`src/rtl/sce_pkg.sv`:
```
package sce_pkg;
  localparam int unsigned XLEN = 32;
  localparam int unsigned HALF = XLEN / 2;
  localparam int unsigned NCLR = 6;

  typedef logic [XLEN-1:0] word_t;

  typedef struct packed {
    word_t pc;
    word_t save0;
    word_t save1;
    word_t msr;
  } arch_state_t;

  function automatic logic pos_hit(input int unsigned bitn,
                                   input int unsigned p0, input int unsigned p1,
                                   input int unsigned p2, input int unsigned p3,
                                   input int unsigned p4, input int unsigned p5);
    return (bitn == p0) || (bitn == p1) || (bitn == p2) ||
           (bitn == p3) || (bitn == p4) || (bitn == p5);
  endfunction
endpackage

```
`src/rtl/sce_vector.sv`:
```
module sce_vector
  import sce_pkg::*;
#(
  parameter logic [HALF-1:0] VEC_OFFSET = 16'h0C00
) (
  input  logic [HALF-1:0] pfx_hi_i,
  output word_t           vec_o
);
  always_comb begin
    vec_o = {pfx_hi_i, VEC_OFFSET};
  end

  always_comb begin
    // low half of the vector is the fixed offset
    a_r3_offset: assert (vec_o[HALF-1:0] == VEC_OFFSET);
  end
endmodule

```
`src/rtl/sce_msr_mask.sv`:
```
module sce_msr_mask
  import sce_pkg::*;
#(
  parameter int unsigned POS_WAIT = 18,
  parameter int unsigned POS_CRIT = 17,
  parameter int unsigned POS_EXT  = 15,
  parameter int unsigned POS_USER = 14,
  parameter int unsigned POS_ITR  = 5,
  parameter int unsigned POS_DTR  = 4
) (
  input  word_t msr_i,
  output word_t msr_o
);
  word_t clr_mask;

  for (genvar i = 0; i < XLEN; i++) begin : g_mask
    assign clr_mask[i] = pos_hit(i, POS_WAIT, POS_CRIT, POS_EXT,
                                 POS_USER, POS_ITR, POS_DTR);
  end

  always_comb begin
    msr_o = msr_i & ~clr_mask;
  end

  always_comb begin
    // the six control bits leave as zero
    a_r4_cleared: assert ((msr_o & clr_mask) == '0);
    // all other bits pass through
    a_r5_preserved: assert ((msr_o | clr_mask) == (msr_i | clr_mask));
    // exactly NCLR distinct positions are configured
    a_r4_count: assert ($countones(clr_mask) == NCLR);
  end
endmodule

```
`src/rtl/sce_state_regs.sv`:
```
module sce_state_regs
  import sce_pkg::*;
#(
  parameter logic [HALF-1:0] VEC_OFFSET = 16'h0C00
) (
  input  logic        clk,
  input  logic        rst_n,
  input  logic        req_i,
  input  arch_state_t nxt_i,
  input  word_t       pc_cur_i,
  input  word_t       msr_cur_i,
  input  logic [HALF-1:0] pfx_hi_i,
  output arch_state_t st_o,
  output logic        done_o
);
  arch_state_t st_q, st_d;
  logic        done_q, done_d;
  logic        accept;
  logic        st_en;

  always_comb begin
    accept = req_i & ~done_q;
    st_en  = accept;
    st_d   = st_q;
    if (st_en) begin
      st_d = nxt_i;
    end
    done_d = accept;
  end

  always_ff @(posedge clk or negedge rst_n) begin
    if (!rst_n) begin
      st_q   <= '0;
      done_q <= 1'b0;
    end else begin
      if (st_en) begin
        st_q <= st_d;
      end
      done_q <= done_d;
    end
  end

  assign st_o   = st_q;
  assign done_o = done_q;

  a_r1_save_msr: assert property (@(posedge clk) disable iff (!rst_n)
    (req_i && !done_o) |=> (st_o.save1 == $past(msr_cur_i)));
  a_r2_save_pc: assert property (@(posedge clk) disable iff (!rst_n)
    (req_i && !done_o) |=> (st_o.save0 == $past(pc_cur_i)));
  a_r3_vector: assert property (@(posedge clk) disable iff (!rst_n)
    (req_i && !done_o) |=> (st_o.pc == {$past(pfx_hi_i), VEC_OFFSET}));
  a_r6_done_rise: assert property (@(posedge clk) disable iff (!rst_n)
    (req_i && !done_o) |=> done_o);
  a_r6_done_pulse: assert property (@(posedge clk) disable iff (!rst_n)
    done_o |=> !done_o);
  a_r7_ignore: assert property (@(posedge clk) disable iff (!rst_n)
    (req_i && done_o) |=> ($stable(st_o) && !done_o));
  a_r8_hold: assert property (@(posedge clk) disable iff (!rst_n)
    !req_i |=> $stable(st_o));
endmodule

```
`src/rtl/sc_entry_unit.sv`:
```
module sc_entry_unit
  import sce_pkg::*;
#(
  parameter logic [15:0] VEC_OFFSET = 16'h0C00,
  parameter int unsigned POS_WAIT   = 18,
  parameter int unsigned POS_CRIT   = 17,
  parameter int unsigned POS_EXT    = 15,
  parameter int unsigned POS_USER   = 14,
  parameter int unsigned POS_ITR    = 5,
  parameter int unsigned POS_DTR    = 4
) (
  input  logic        clk,
  input  logic        rst_n,
  input  logic        req_i,
  input  logic [31:0] pc_i,
  input  logic [31:0] msr_i,
  input  logic [31:0] vpfx_i,
  output logic [31:0] pc_o,
  output logic [31:0] save0_o,
  output logic [31:0] save1_o,
  output logic [31:0] msr_o,
  output logic        done_o
);
  word_t       vec;
  word_t       msr_clr;
  arch_state_t nxt;
  arch_state_t st;
  logic        unused_pfx_lo;

  assign unused_pfx_lo = ^vpfx_i[HALF-1:0];

  sce_vector #(.VEC_OFFSET(VEC_OFFSET)) u_vec (
    .pfx_hi_i (vpfx_i[XLEN-1:HALF]),
    .vec_o    (vec)
  );

  sce_msr_mask #(
    .POS_WAIT (POS_WAIT),
    .POS_CRIT (POS_CRIT),
    .POS_EXT  (POS_EXT),
    .POS_USER (POS_USER),
    .POS_ITR  (POS_ITR),
    .POS_DTR  (POS_DTR)
  ) u_mask (
    .msr_i (msr_i),
    .msr_o (msr_clr)
  );

  always_comb begin
    nxt.pc    = vec;
    nxt.save0 = pc_i;
    nxt.save1 = msr_i;
    nxt.msr   = msr_clr;
  end

  sce_state_regs #(.VEC_OFFSET(VEC_OFFSET)) u_regs (
    .clk       (clk),
    .rst_n     (rst_n),
    .req_i     (req_i),
    .nxt_i     (nxt),
    .pc_cur_i  (pc_i),
    .msr_cur_i (msr_i),
    .pfx_hi_i  (vpfx_i[XLEN-1:HALF]),
    .st_o      (st),
    .done_o    (done_o)
  );

  assign pc_o    = st.pc;
  assign save0_o = st.save0;
  assign save1_o = st.save1;
  assign msr_o   = st.msr;
endmodule

```
`config.mk`:
```
export PLATFORM = sky130hd
export DESIGN_NAME = sc_entry_unit
export DESIGN_NICKNAME = d
export VERILOG_FILES = /design/src/rtl/sce_pkg.sv /design/src/rtl/sce_vector.sv /design/src/rtl/sce_msr_mask.sv /design/src/rtl/sce_state_regs.sv /design/src/rtl/sc_entry_unit.sv
export SDC_FILE = /design/constraint.sdc
export NUM_CORES = 1
export LEC_CHECK = 0
export BUFFER_PORTS_ARGS = -buffer_cell sky130_fd_sc_hd__buf_2
export CORE_ASPECT_RATIO = 1.2
export CORE_UTILIZATION = 44
export DETAILED_ROUTE_END_ITERATION = 10
export PLACE_DENSITY_LB_ADDON = 0.12
export SLEW_MARGIN = 20
export SYNTH_ARGS = -nofsm -noshare
export SYNTH_HDL_FRONTEND = slang
export SYNTH_SLANG_ARGS = --single-unit
```
`constraint.sdc`:
```
create_clock -name clk -period 1.5 [get_ports clk]
set_input_delay 0.45 -clock clk [delete_from_list [all_inputs] [get_ports clk]]
set_output_delay 0.45 -clock clk [all_outputs]
set_load 0.005 [all_outputs]
```
==> results.toml, run 1 <==
[run_status]
status = "finished, final reports clean"

[timing]
rsz0062_at_grt = "no"
drv_slew = 0
finalHoldViolCount = 0
fin_skew_ns = 0.0133
finalCriticalPeriod_ns = 1.33
whs_ns = 0.126
clock.fmax_mhz = 750
setup_viol = 0
tns_ns = 0
timing.final.crit_share_pct = 88.9

[final_layout]
syn2layout_area_growth_pct = 26.2
fin_nets = 496
final_cells = 515
fillers = 701
diodes = 0
fin_util_pct = 58.2
drive_gt1_share_pct = 74.1

[grt]
grt_pass1_vias = 2137
grt_pass1_wl_um = 10800
grt_max_degree = 83
grt_overflow = 0
antenna_found_initial = 0
track_usage_pct = 15.8

[worst_setup_path]
worstPathRequired_ns = 1.72
path_class = "register to register"
rr_startpoint = "u_regs.done_o"
timing.rr.end = "u_regs.st_o[32]"
start_kind = "register"
end_kind = "register"
crit_path_max_fanout = 34
worstPathArrival_ns = 1.56
rrSetupSlack_ns = 0.17
r2r_cells = 3

[floorplan]
start_util_pct = 46.1
core_region_area_mm2 = 0.00824
die-area_mm2 = 0.00902
io_pins = 228
fp.dieH_um = 104
die_x_um = 86.9
num_rows = 36

[yosys]
ys_seq_area_share_pct = 54.0
syn_inst = 221
yosys_warnings = 0
ys_seq_elements = 82
synth_cell_types = 8
avgSynthCellArea_um2 = 17.2
synth.cell_area_mm2 = 0.00380

[detailed_routing]
drt_first_pass_iters = 4
wl_per_cell_um = 13.4
wl_um = 6920
drc = 0
routed_via_density = 4.33
dr.first_iter.drc_count = 67
dr_total_vias = 2230
final_antenna_net_count = 0

[clock_network]
cts.clk_slew.worst_paths_ns = 0.07
cts_buffer_depth = 2
htreeDepth = 3
clock-sinks = 82
cts_tree = "done"
cts_resized = 0
cts_buffers = 9
postCtsHoldBufs = 0
post_cts.repair.setup_buffers = 0
worstSkewPairLatency_ns = 0.34
cts_root_buffer = "clkbuf_8"

[pwr]
p_total_uw = 5570
vdd_drop_max_mv = 0.544
p_per_area_mw_per_mm2 = 1160
leakage_uw = 0.00257

[placed_design]
gp_congestion = 0.729
port_buffers = 191
dp_cells = 500
dpl.hpwl_um = 4930

[min_path]
holdCritPathClass = "input pin to asynchronous set/reset pin"

[flow_run]
cap_violations = 0
==> logic make-up (layout without fill, tap and decap cells) <==
logic type | Yosys count | after routing | share of synthesized area [%]
flops | 82 | 82 | 54.0
simple gates | 2 | 2 | 0.527
buf+inv | 56 | 217 | 14.0
other cells | 1 | 20 | 0.0986
mux | 80 | 80 | 31.4
==> cells in the mapped netlist, drive strengths merged <==
library cell / instances / area share [%]
dfrtp: 82 / 54
mux2: 80 / 31
buf: 56 / 14
conb: 1 / 0.099
nor2b: 1 / 0.36
or2: 1 / 0.16
==> state kept, by name (all words and copies together) (netlist names) <==
register,flops
u_regs.st_o,81
u_regs.done_o,1
==> critical path: stages (launching register included) <==
cell and delay (ns):
dfrtp_1 0.40, nor2b_4 0.18, buf_12 0.26, mux2_2 0.37
==> metal layers <==
metal,vias up,wire [µm],part of all wire [%],GRT usage (%)
li1,1025,-,-,-
met1,1086,2900,42,19.5
met2,108,3430,50,25.5
met3,11,432,6.2,3.11
met4,0,151,2.2,8.69
met5,-,0,0,0
==> cells in the final DEF (no fill, tap or decap), drive strengths merged <==
| cell | synthesis | layout |
|---|---|---|
| buf | 56 | 202 |
| bufinv | 0 | 1 |
| conb | 1 | 20 |
| mux2 | 80 | 80 |
| nor2b | 1 | 1 |
| clkbuf | 0 | 12 |
| or2 | 1 | 1 |
| clkinv | 0 | 2 |
| dfrtp | 82 | 82 |
==> layout make-up <==
type | instances | area, µm² | share of cell area [%]
Sequential cell | 82 | 2050 | 42.8
Multi-Input combinational cell | 102 | 1290 | 26.9
Timing Repair Buffer | 202 | 1130 | 23.5
Clock buffer | 12 | 145 | 3.03
Tap cell | 114 | 143 | 2.97
Clock inverter | 3 | 40.0 | 0.835
==> where the power goes <==
part / internal, µW / switching, µW
sequential: 2530 / 184
combinational: 866 / 462
clock: 802 / 719
total: 4200 / 1360
==> per-stage QoR <==
| stage | area [µm²] | setup slack [ns] |
|---|---|---|
| final | 4800 | 0.166 |
| after detailed placement | 4610 | 0.00566 |
| after floorplan | 3870 | 0.193 |
| after global routing | 4800 | 0.113 |
| after CTS | 4800 | 0.141 |
| after global placement | 4610 | 0.0196 |
==> how the worst max path moves through the flow <==
stage                        from               end  slack, ns
floorplan                   req_i  u_regs.st_o[112]       0.19
global placement            req_i   u_regs.st_o[32]       0.02
CTS                 u_regs.done_o            done_o       0.14
finish              u_regs.done_o   u_regs.st_o[32]       0.17
detailed placement          req_i   u_regs.st_o[32]      0.006
global route        u_regs.done_o            done_o       0.11
(Power assumes the default switching activity.)
==> run 2, diff against run 1 <==
--- a/config.mk
+++ b/config.mk
@@ -6,11 +6,9 @@
 export NUM_CORES = 1
 export LEC_CHECK = 0
 export BUFFER_PORTS_ARGS = -buffer_cell sky130_fd_sc_hd__buf_2
-export CORE_ASPECT_RATIO = 1.2
 export CORE_UTILIZATION = 44
 export DETAILED_ROUTE_END_ITERATION = 10
 export PLACE_DENSITY_LB_ADDON = 0.12
-export SLEW_MARGIN = 20
 export SYNTH_ARGS = -nofsm -noshare
 export SYNTH_HDL_FRONTEND = slang
 export SYNTH_SLANG_ARGS = --single-unit
==> constraint.sdc (replaced) <==
create_clock -name clk -period 1.5 [get_ports clk]
set_input_delay 0.3 -clock clk [delete_from_list [all_inputs] [get_ports clk]]
set_output_delay 0.3 -clock clk [all_outputs]
set_load 0.005 [all_outputs]
==> results.toml, run 2 (synthesis results as in run 1) <==
[run_status]
status = "finished, final reports clean"

[timing]
drv_slew = 0
timing.final.crit_share_pct = 90.1
finalHoldViolCount = 0
tns_ns = 0
rsz0062_at_grt = "no"
setup_viol = 0
clock.fmax_mhz = 740
whs_ns = 0.181
fin_skew_ns = 0.00802
finalCriticalPeriod_ns = 1.35

[floorplan]
core_region_area_mm2 = 0.00830
start_util_pct = 45.8
die_x_um = 95.0
fp.dieH_um = 95.0
num_rows = 33
die-area_mm2 = 0.00902
io_pins = 228

[detailed_routing]
dr.first_iter.drc_count = 56
dr_total_vias = 2248
wl_per_cell_um = 13.9
routed_via_density = 4.46
wl_um = 7010
drt_first_pass_iters = 3
final_antenna_net_count = 0
drc = 0

[final_layout]
syn2layout_area_growth_pct = 25.8
fin_nets = 493
diodes = 0
fillers = 717
final_common_cell = "buf_2"
final_cell_mix = "190 x buf_2, 82 x dfrtp_1, 78 x mux2_4, 20 x conb_1, 10 x clkbuf_8"
multi_input_area_mm2 = 0.00129
register_area_mm2 = 0.00205
largest_reg_flops = 81
drive_gt1_share_pct = 74.2

[worst_setup_path]
worstPathArrival_ns = 1.57
end_kind = "register"
start_kind = "register"
crit_path_max_fanout = 11
path_class = "register to register"
worstPathRequired_ns = 1.72

[clock_network]
cts_tree = "done"
worstSkewPairLatency_ns = 0.34
cts_resized = 0
htreeDepth = 3
cts_root_buffer = "clkbuf_8"
cts_buffer_depth = 2
post_cts.repair.setup_buffers = 0
cts_buffers = 9
clock-sinks = 82
cts.clk_slew.worst_paths_ns = 0.09

[grt]
grt_pass1_wl_um = 10300
track_usage_pct = 15.5
met2_usage_pct = 23.6
grt_pass1_vias = 2088
gr-usage-met3_pct = 5.72
grt_max_degree = 83
antenna_found_initial = 0
grt_overflow = 0
grtUsageMet1_pct = 19.4
grt_busiest_layer = "met2"

[placed_design]
gp_congestion = 0.757
port_buffers = 191
dpl.hpwl_um = 5100

[pwr]
p_per_area_mw_per_mm2 = 1180
vdd_drop_max_mv = 0.502
leakage_uw = 0.00255

[min_path]
holdCritPathClass = "input pin to register"

[flow_run]
cap_violations = 0
[run 2: cell types whose count changed in the layout (fill, tap and decap cells not counted)]
cell | before | now
dlygate4sd3_1 | 0 | 1
buf_4 | 5 | 1
clkbuf_1 | 2 | 0
clkinvlp_4 | 0 | 3
clkinv_2 | 2 | 1
clkinv_4 | 0 | 1
[run 2: where the power goes]
group	switching [µW]	total [µW]	internal, µW
combinational	464	1320	859
clock	770	1580	814
sequential	195	2730	2530
[run 2: worst paths after layout]
check / start / endpoint / slack [ns] / cells after the start
worst max-delay path: u_regs.done_o / u_regs.st_o[66] / 0.15 / 4
worst max register to register: u_regs.done_o / u_regs.st_o[66] / 0.15 / 4
worst min register to register: u_regs.st_o[36] / u_regs.st_o[36] / 0.51 / 1
min in group asynchronous: rst_n / u_regs.st_o[116] / 0.52 / 3
worst min-delay path: pc_i[15] / u_regs.st_o[79] / 0.18 / 2
max in group asynchronous: rst_n / u_regs.st_o[49] / 0.64 / 3
[run 2: area by class of cell]
class	count	share of cell area, %
well taps	105	2.75
clock buffers	10	2.88
repair buffers	199	23.2
flip-flops and latches	82	42.9
multi-input cells	102	26.9
clock inverters	6	1.39
[run 2: metal layers]
metal	share of wire (%)	up-vias
li1	-	1026
met1	41	1086
met2	48	124
met3	8.9	12
met4	2.1	0
met5	0	-
[run 2: what timing repair did]
item	4_1_cts	5_1_grt
endpoints found under the setup margin	0	0
endpoints found under the hold margin	74	0
hold buffers	1	0
[run 2: metrics by stage]
stage | utilization, % | worst slack [ns] | instance area [µm²] | power (µW) | instances
2_1_floorplan | - | 0.249 | 3870 | 3650 | 240
3_3_place_gp | 55.1 | 0.165 | 4570 | 4080 | 487
3_5_place_dp | 55.1 | 0.144 | 4570 | 4110 | 487
4_1_cts | 57.7 | 0.133 | 4780 | 5740 | 504
5_1_grt | 57.7 | 0.0979 | 4780 | 5990 | 504
6_report | 57.7 | 0.149 | 4780 | 5630 | 504
[run 2: worst max-delay path: stages (launching register included)]
cell and delay [ns]:
dfrtp_1 0.41, nor2b_4 0.18, buf_12 0.18, buf_12 0.16
mux2_4 0.30
==> run 3, diff against run 2 <==
--- a/config.mk
+++ b/config.mk
@@ -6,9 +6,10 @@
 export NUM_CORES = 1
 export LEC_CHECK = 0
 export BUFFER_PORTS_ARGS = -buffer_cell sky130_fd_sc_hd__buf_2
-export CORE_UTILIZATION = 44
+export CORE_UTILIZATION = 50
 export DETAILED_ROUTE_END_ITERATION = 10
 export PLACE_DENSITY_LB_ADDON = 0.12
 export SYNTH_ARGS = -nofsm -noshare
 export SYNTH_HDL_FRONTEND = slang
+export SYNTH_HIERARCHICAL = 1
 export SYNTH_SLANG_ARGS = --single-unit
==> results.toml, run 3 <==
[floorplan]
core_region_area_mm2 = 0.0111
start_util_pct = 52.4
die_x_um = 110
io_pins = 228
num_rows = 38
die-area_mm2 = 0.0120
fp.dieH_um = 110

[yosys]
synthArstFlopShare_pct = 100
ys_top_cells_by_area = "dfrtp_1 56%, mux2_4 26%, buf_4 8.4%"
synth.most_common_cell = "dfrtp_1"
synthFlopType = "dfrtp_1"
synth_common_cells = "129 x dfrtp_1, 100 x mux2_4, 65 x buf_4, 27 x mux2_2, 11 x buf_12"
synth.cell_area_mm2 = 0.00580
synth_top_area_share_pct = 55.7
synth_cell_types = 9
synth_edf_count = 0
avgSynthCellArea_um2 = 17.1
yosys_warnings = 6
ys_seq_area_share_pct = 55.7
ys_seq_elements = 129
synth_area_leader_cell = "dfrtp_1"
syn_inst = 339

[pwr]
power_switching_uw = 2310
p_int_uw = 7730
seq_power_share_pct = 42.5
vdd_drop_max_mv = 0.989
comb_power_share_pct = 18.3
p_per_area_mw_per_mm2 = 1390
leakage_uw = 0.00372
clockPowerShare_pct = 39.2
sw_frac_of_total_pct = 23.0

[placed_design]
gp_congestion = 0.737
port_buffers = 211
dp_cells = 651
place_area_mm2 = 0.00664
pre_cts_ws_ns = 0.0787
dpl.hpwl_um = 7640

[worst_setup_path]
start_kind = "register"
path_class = "register to register"
end_kind = "register"
cp-startpoint = "u_regs/done_o"
rr_startpoint = "u_regs/done_o"
crit_path_max_fanout = 16
worstPathArrival_ns = 1.70
rrSetupSlack_ns = 0.09
worstPathRequired_ns = 1.79
crit_path_end = "u_regs/st_o[10]"
r2r_cells = 4
timing.rr.end = "u_regs/st_o[10]"

[detailed_routing]
dr_total_vias = 3180
drt_first_pass_iters = 3
dr.first_iter.drc_count = 75
routed_via_density = 4.66
wl_um = 10600
drc = 0
final_antenna_net_count = 0
wl_per_cell_um = 15.5

[final_layout]
drive_gt1_share_pct = 70.9
final_common_cell = "buf_2"
final_cell_mix = "210 x buf_2, 129 x dfrtp_1, 100 x mux2_4, 27 x mux2_2, 22 x conb_1"
fin_nets = 630
largest_reg_flops = 128
diodes = 0
stdcell_area_mm2 = 0.00721
syn2layout_area_growth_pct = 24.4
final_cells = 683

[grt]
grt_pass1_vias = 3316
track_usage_pct = 18.5
grt_overflow = 0
grt_max_degree = 42
grt_pass1_wl_um = 16300
antenna_found_initial = 0

[timing]
tns_ns = 0
final.setup.worst_slack_ns = 0.0915
fin_skew_ns = 0.00608
timing.final.crit_share_pct = 93.9
clock.fmax_mhz = 710
finalCriticalPeriod_ns = 1.41
drv_slew = 0
setup_viol = 0
whs_ns = 0.122
finalHoldViolCount = 0
rsz0062_at_grt = "no"

[clock_network]
htreeDepth = 4
post_cts.repair.setup_buffers = 0
cts_tree = "done"
clock-sinks = 129
worstSkewPairLatency_ns = 0.41
cts_buffer_depth = 2
cts.clk_slew.worst_paths_ns = 0.05
cts_root_buffer = "clkbuf_16"
cts_buffers = 17

[min_path]
holdCritPathClass = "input pin to register"
hold-path-cell-count = 2

[flow_run]
cap_violations = 0

[run_status]
status = "finished, final reports clean"
## run 3: cell types whose count changed after synthesis, sizes merged
cell,previous run,this run
dfrtp,82,129
conb,1,3
buf,56,78
mux2,80,128
or2,1,0
## run 3: critical path, cell delays in order, from the launching register on
cell	delay, ns
dfrtp_1	0.40
nor2b_4	0.18
buf_12	0.20
buf_4	0.18
mux2_2	0.34
## run 3: through the flow
step                      total power, µW  util [%]
after floorplan                      5440         -
after global placement               6130      59.9
after detailed placement             6180      59.9
after CTS                           10200      65.1
after global routing                10500      65.1
final                               10000      65.1
## run 3: cells by family (layout without fill, tap and decap cells)
| family | Yosys count | count (layout) | synth area share, % |
|---|---|---|---|
| mux | 128 | 128 | 31.3 |
| buf+inv | 78 | 263 | 12.6 |
| other cells | 3 | 22 | 0.194 |
| simple gates | 1 | 1 | 0.237 |
| flops | 129 | 129 | 55.7 |
## run 3: worst min path at each step
stage	to	slack [ns]	start
CTS	u_regs/st_o[49]	0.10	msr_i[17]
global route	u_regs/st_o[36]	0.10	msr_i[4]
floorplan	u_regs/done_o	0.004	rst_n
global placement	u_regs/st_o[108]	0.26	rst_n
detailed placement	u_regs/st_o[108]	0.26	rst_n
finish	u_regs/st_o[49]	0.12	msr_i[17]
## run 3: what timing repair did
item,in CTS,in global routing
hold buffers,1,0
resized for setup,0,0
endpoints found under the hold margin,23,0
## run 3: cell type report
cell class | count | area [µm²]
sequential | 129 | 3230
multi-input combinational | 151 | 1910
clock inverter | 6 | 80.1
timing repair buffer | 232 | 1330
tap | 140 | 175
clock buffer | 25 | 485
fill | 854 | 3860
## run 3: layer usage
metal  global-route usage (%)  wire [µm]
met1                     22.1       4430
met2                     28.8       5030
met3                     9.19       1020
met4                     6.86        110
met5                        0          0
## run 3: power groups by stage
stage	clock (µW)	sequential (µW)	combinational (µW)
after CTS	4020	4280	1870
after detailed placement	0	4320	1860
after global placement	0	4300	1830
after floorplan	0	4370	1070
after global routing	4170	4340	2000
final	3930	4270	1840
